## config.mk

```make
export PLATFORM = sky130hd
export DESIGN_NAME = burst_colseq
export DESIGN_NICKNAME = d
export VERILOG_FILES = /design/src/rtl/burst_pkg.sv /design/src/rtl/burst_mode_reg.sv /design/src/rtl/burst_ctrl.sv /design/src/rtl/burst_order_gen.sv /design/src/rtl/burst_colseq.sv
export SDC_FILE = /design/constraint.sdc
export NUM_CORES = 1
export LEC_CHECK = 0
export ABC_AREA = 1
export ABC_CLOCK_PERIOD_IN_PS = 1500
export CAP_MARGIN = 15
export CORE_ASPECT_RATIO = 0.6
export CORE_MARGIN = 4
export CORE_UTILIZATION = 47
export CTS_CLUSTER_DIAMETER = 50
export CTS_CLUSTER_SIZE = 28
export DETAILED_ROUTE_END_ITERATION = 7
export GPL_TIMING_DRIVEN = 0
export PLACE_DENSITY = 0.85
export SLEW_MARGIN = 5
export SYNTH_ARGS = -nofsm -noshare
export SYNTH_HDL_FRONTEND = slang
export SYNTH_SLANG_ARGS = --single-unit
```

## constraint.sdc

```tcl
create_clock -name clk -period 1.5 [get_ports clk]
set_input_delay 0.45 -clock clk [delete_from_list [all_inputs] [get_ports clk]]
set_output_delay 0.45 -clock clk [all_outputs]
set_load 0.005 [all_outputs]
```

## src/rtl/burst_pkg.sv

```systemverilog
package burst_pkg;
  localparam int MAX_BEATS = 8;
  localparam int CNT_W = $clog2(MAX_BEATS);
  localparam logic [2:0] LEN_CODE4 = 3'b010;
  localparam logic [2:0] LEN_CODE8 = 3'b011;

  typedef enum logic {ORD_SEQ = 1'b0, ORD_INTLV = 1'b1} ord_t;

  typedef struct packed {
    logic len8;
    ord_t ord;
  } bmode_t;
endpackage

```

## src/rtl/burst_mode_reg.sv

```systemverilog
module burst_mode_reg
  import burst_pkg::*;
(
  input  logic       clk,
  input  logic       rst_n,
  input  logic       wr,
  input  logic [2:0] len_code,
  input  logic       ord_bit,
  input  logic       busy,
  input  logic       finish,
  output bmode_t     cur,
  output logic       err
);
  bmode_t pend, newm;
  logic   pend_v, code_ok, wr_ok;

  always_comb begin
    code_ok   = (len_code == LEN_CODE4) || (len_code == LEN_CODE8);
    wr_ok     = wr && code_ok;
    newm.len8 = (len_code == LEN_CODE8);
    newm.ord  = ord_t'(ord_bit);
  end

  always_ff @(posedge clk or negedge rst_n) begin
    if (!rst_n) begin
      cur    <= '{len8: 1'b0, ord: ORD_SEQ};
      pend   <= '{len8: 1'b0, ord: ORD_SEQ};
      pend_v <= 1'b0;
      err    <= 1'b0;
    end else begin
      err <= wr && !code_ok;
      if (finish) begin
        if (wr_ok)       cur <= newm;
        else if (pend_v) cur <= pend;
        pend_v <= 1'b0;
      end else if (wr_ok) begin
        if (busy) begin
          pend   <= newm;
          pend_v <= 1'b1;
        end else begin
          cur <= newm;
        end
      end
    end
  end


  reserved_keeps_mode_chk: assert property (@(posedge clk) disable iff (!rst_n)
    (wr && !code_ok && !busy) |=> ($stable(cur) && err));


  busy_write_deferred_chk: assert property (@(posedge clk) disable iff (!rst_n)
    (wr_ok && busy && !finish) |=> $stable(cur));
endmodule

```

## src/rtl/burst_ctrl.sv

```systemverilog
module burst_ctrl
  import burst_pkg::*;
#(
  parameter int COL_W = 10
) (
  input  logic             clk,
  input  logic             rst_n,
  input  logic             req_valid,
  input  logic [COL_W-1:0] req_col,
  input  bmode_t           cur,
  output logic             req_ready,
  output logic             req_rej,
  output logic             active,
  output logic [CNT_W-1:0] cnt,
  output logic [COL_W-1:0] base,
  output bmode_t           run,
  output logic             last,
  output logic             finish
);
  logic             accept;
  logic [CNT_W-1:0] last_idx;

  always_comb begin
    last_idx  = run.len8 ? CNT_W'(MAX_BEATS - 1) : CNT_W'(MAX_BEATS / 2 - 1);
    last      = active && (cnt == last_idx);
    req_ready = !active || last;
    accept    = req_valid && req_ready;
    finish    = last && !accept;
  end

  always_ff @(posedge clk or negedge rst_n) begin
    if (!rst_n) begin
      active  <= 1'b0;
      cnt     <= '0;
      base    <= '0;
      run     <= '{len8: 1'b0, ord: ORD_SEQ};
      req_rej <= 1'b0;
    end else begin
      req_rej <= req_valid && !req_ready;
      if (accept) begin
        active <= 1'b1;
        cnt    <= '0;
        base   <= req_col;
        run    <= cur;
      end else if (last) begin
        active <= 1'b0;
        cnt    <= '0;
      end else if (active) begin
        cnt <= cnt + 1'b1;
      end
    end
  end


  runs_to_end_chk: assert property (@(posedge clk) disable iff (!rst_n)
    (active && !last) |=> (active && cnt == $past(cnt) + 1'b1 && $stable(base)));


  busy_request_flagged_chk: assert property (@(posedge clk) disable iff (!rst_n)
    (active && !last && req_valid) |=> req_rej);


  seamless_chain_chk: assert property (@(posedge clk) disable iff (!rst_n)
    (last && req_valid) |=> (active && cnt == '0));
endmodule

```

## src/rtl/burst_order_gen.sv

```systemverilog
module burst_order_gen
  import burst_pkg::*;
#(
  parameter int COL_W = 10
) (
  input  logic [COL_W-1:0] base,
  input  logic [CNT_W-1:0] cnt,
  input  bmode_t           run,
  output logic [COL_W-1:0] col
);
  localparam int KEEP_W = COL_W - 3;

  logic [1:0] lo2;
  logic       nib;

  always_comb begin
    if (run.ord == ORD_INTLV) lo2 = base[1:0] ^ cnt[1:0];
    else                      lo2 = base[1:0] + cnt[1:0];
    nib = run.len8 ? (base[2] ^ cnt[2]) : base[2];
  end

  generate
    if (KEEP_W > 0) begin : g_upper
      assign col = {base[COL_W-1:3], nib, lo2};
    end else begin : g_narrow
      assign col = {nib, lo2};
    end
  endgenerate
endmodule

```

## src/rtl/burst_colseq.sv

```systemverilog
module burst_colseq
  import burst_pkg::*;
#(
  parameter int COL_W = 10
) (
  input  logic             clk,
  input  logic             rst_n,
  input  logic             mode_wr,
  input  logic [2:0]       mode_len,
  input  logic             mode_ord,
  input  logic             req_valid,
  output logic             req_ready,
  input  logic [COL_W-1:0] req_col,
  output logic             req_rej,
  output logic             beat_valid,
  output logic [COL_W-1:0] beat_col,
  output logic             beat_last,
  output logic             mode_err
);
  bmode_t           cur, run;
  logic             active, finish, last;
  logic [CNT_W-1:0] cnt;
  logic [COL_W-1:0] base;

  burst_mode_reg u_mode (
    .clk(clk), .rst_n(rst_n), .wr(mode_wr), .len_code(mode_len),
    .ord_bit(mode_ord), .busy(active), .finish(finish),
    .cur(cur), .err(mode_err)
  );

  burst_ctrl #(.COL_W(COL_W)) u_ctrl (
    .clk(clk), .rst_n(rst_n), .req_valid(req_valid), .req_col(req_col),
    .cur(cur), .req_ready(req_ready), .req_rej(req_rej), .active(active),
    .cnt(cnt), .base(base), .run(run), .last(last), .finish(finish)
  );

  burst_order_gen #(.COL_W(COL_W)) u_order (
    .base(base), .cnt(cnt), .run(run), .col(beat_col)
  );

  assign beat_valid = active;
  assign beat_last  = last;


  upper_bits_held_chk: assert property (@(posedge clk) disable iff (!rst_n)
    (beat_valid && !beat_last) |=> $stable(beat_col[COL_W-1:3]));


  idle_ready_chk: assert property (@(posedge clk) disable iff (!rst_n)
    !beat_valid |-> req_ready);
endmodule

```

==> qor.csv <==
metric,value,unit
status,finished with violations,
violations,negative setup slack,
finalMaxSlewViolations,0,
post_synth_inst_count,141,
r2r_slack,-0.12,ns
setup_ws,-0.400,ns
required_worst_endpoint,1.05,ns
global_route.usage.total,19.2,%
synthesis.area,1230,µm²
vdd_ir_drop_max,1.03,mV
detail_route.wirelength,3.88,mm
first_global_vias,1111,
die_width,74.0,µm
clk-insertion-delay-late,0.27,ns
gp_congestion,0.833,
timing.max_slew.rel_slack,30.9,%
vias,1141,
drc_errors,0,
placementRows,14,
yosys_synthesis_warning_count,0,
timing.rr.start,u_ctrl.cnt[0],
fin_crit_sh,127,%
path_max_fanout,2,
grt_start_max_net_pins,24,
regToRegEndpoint,u_mode.pend[0],
vias_per_inst,5.05,
cts_hold_buffers,0,
total_power_consumption_of_the_routed_design,3.71,mW
buffer_ports.inserted,32,
fin_hold_viols,0,
post-place-ws,-0.376,ns
setup_viol_count_final,9,
mostFrequentLayoutCells,"35 x sky130_fd_sc_hd__nand2_1, 22 x sky130_fd_sc_hd__nand2_2, 21 x sky130_fd_sc_hd__dfrtp_1",
layout_min_cycle_time,1.90,ns
timing.setup.critical_path_class,flip-flop to output port,
die_y,47.6,µm
worstMarginPinSlew,1.04,ns
syn-mean-instance-area,8.72,µm²
area_growth_syn_to_layout,54.0,%
timing.critical_path.cells,ha_2 > inv_2 > nor2_2 > xor2_1 > inv_1 > buf_2,
clock-root-buffer,sky130_fd_sc_hd__clkbuf_8,
crit_path_end_kind,output port,
synth_fp_nets,161,
initial_utilization,49.1,%
grt_antenna_before_repair,0,
worstHoldPathType,input pin to asynchronous set/reset pin,
critical-path-max-stage-delay,0.40,ns
critPathLaunch,u_ctrl.cnt[0],
maxCapViolCount,0,
core_area,2500,µm²
clock_tree.buffer_depth,2,
first_pass_grt_wire_length,5.03,mm
layout_commonest_cell,sky130_fd_sc_hd__nand2_1,
fmax,526,MHz
worstRegToRegCells,8,
io-pin-count,33,
grt_setup_unrepaired,true,
leakage_power_figure,0.953,nW
crit_path_start_kind,flip-flop,
ys_seq_elements,23,
synth_seq_area_share,46.8,%
dp_hpwl,2.08,mm
routed_wire_length_per_instance,17.2,µm
critPathSlowestCell,sky130_fd_sc_hd__dfrtp_1,
detailedRoute.firstIterationViolations,101,
num-nets-final,215,
ctsHtreeMaxLevel,1,
power_density,1960,nW/µm²
insertedDiodeCount,0,
global_route.overflow_total,0,
path_clk_slew,0.09,ns
drtAntennaViolNets,0,
die_area,3530,µm²
clock-sinks,23,
cp_data_arrival_time,1.45,ns
clock-skew-final,0.00306,ns
post_route_cells_drive_above_1_share,43.8,%
setup_tns,-1.12,ns
tritoncts,yes,
holdWs,0.471,ns
synth.distinct_cells,24,
cts_buffers,3,
dr.pass1.iters,4,
==> through the flow <==
stage	utilization (%)	area, µm²	cells
6_report	75.6	1890	226
5_1_grt	75.6	1890	226
3_5_place_dp	63.5	1590	205
4_1_cts	69.4	1740	218
2_1_floorplan	-	1230	141
3_3_place_gp	63.5	1590	205
==> area by class of cell <==
class                           instances  area, µm²
Fill cell                             148        611
Clock buffer                            3       41.3
Timing Repair Buffer                   51        474
Multi-Input combinational cell         94        613
Buffer                                  9       83.8
Sequential cell                        23        578
Clock inverter                          1       5.00
Inverter                               13       58.8
Tap cell                               32       40.0
==> worst max-delay path, delay by kind of cell (launching register included) <==
kind	cells	cell delay [ns]
flops	1	0.40
simple gates	1	0.12
fa+ha+maj	1	0.19
buf+inv	3	0.26
xor+xnor	1	0.22
==> cells by family after synthesis <==
group	share of synthesized area, %
xor+xnor	2.85
compound gates	4.27
buf+inv	11.9
simple gates	32.1
flops	46.8
fa+ha+maj	2.03
==> flip-flops by register name, indices dropped and copies added (netlist names) <==
name            cells
u_ctrl.base        10
u_ctrl.cnt          3
u_ctrl.run          2
u_mode.cur          2
u_mode.pend         2
u_ctrl.active       1
u_ctrl.req_rej      1
u_mode.err          1
u_mode.pend_v       1
==> worst max path at each step <==
stage	endpoint	slack (ns)	cells past startpoint
6_report	beat_col[1]	-0.40	6
5_1_grt	beat_col[1]	-0.47	6
4_1_cts	beat_col[1]	-0.23	6
3_5_place_dp	u_mode.cur[0]	-0.38	9
3_3_place_gp	beat_last	-0.34	4
2_1_floorplan	beat_col[1]	0.20	5
==> power breakdown <==
group | internal [mW] | switching [mW] | leakage [nW]
logic | 1.13 | 1.07 | 0.642
clock network | 0.186 | 0.214 | 0.0255
registers | 0.890 | 0.225 | 0.285
==> layer usage <==
| layer | global-route usage, % | up-vias | share of wire (%) |
|---|---|---|---|
| met3 | 3.77 | 6 | 4.0 |
| met5 | 0 | - | 0 |
| met2 | 34.3 | 46 | 52 |
| met1 | 23.9 | 556 | 42 |
| met4 | 6.50 | 0 | 1.7 |
| li1 | - | 533 | - |
==> cell usage after synthesis (all sizes together) <==
master | n | share of area [%]
dfrtp | 23 | 47
nand4 | 1 | 0.51
buf | 10 | 7.4
nor2 | 5 | 1.9
o21ai | 8 | 3.3
a21oi | 1 | 0.41
or2 | 1 | 0.51
nand3 | 8 | 4.3
xor2 | 2 | 1.4
a21boi | 1 | 0.61
inv | 13 | 4.2
ha | 2 | 2.0
xnor2 | 2 | 1.4
nand2 | 63 | 25
clkbuf | 1 | 0.30
==> what timing repair did <==
action | CTS | global route
pin swaps | 8 | 9
resized for setup | 49 | 27
endpoints found under the setup margin | 20 | 28
cloned | 0 | 1
setup buffers | 10 | 8
(Power assumes the default switching activity.)
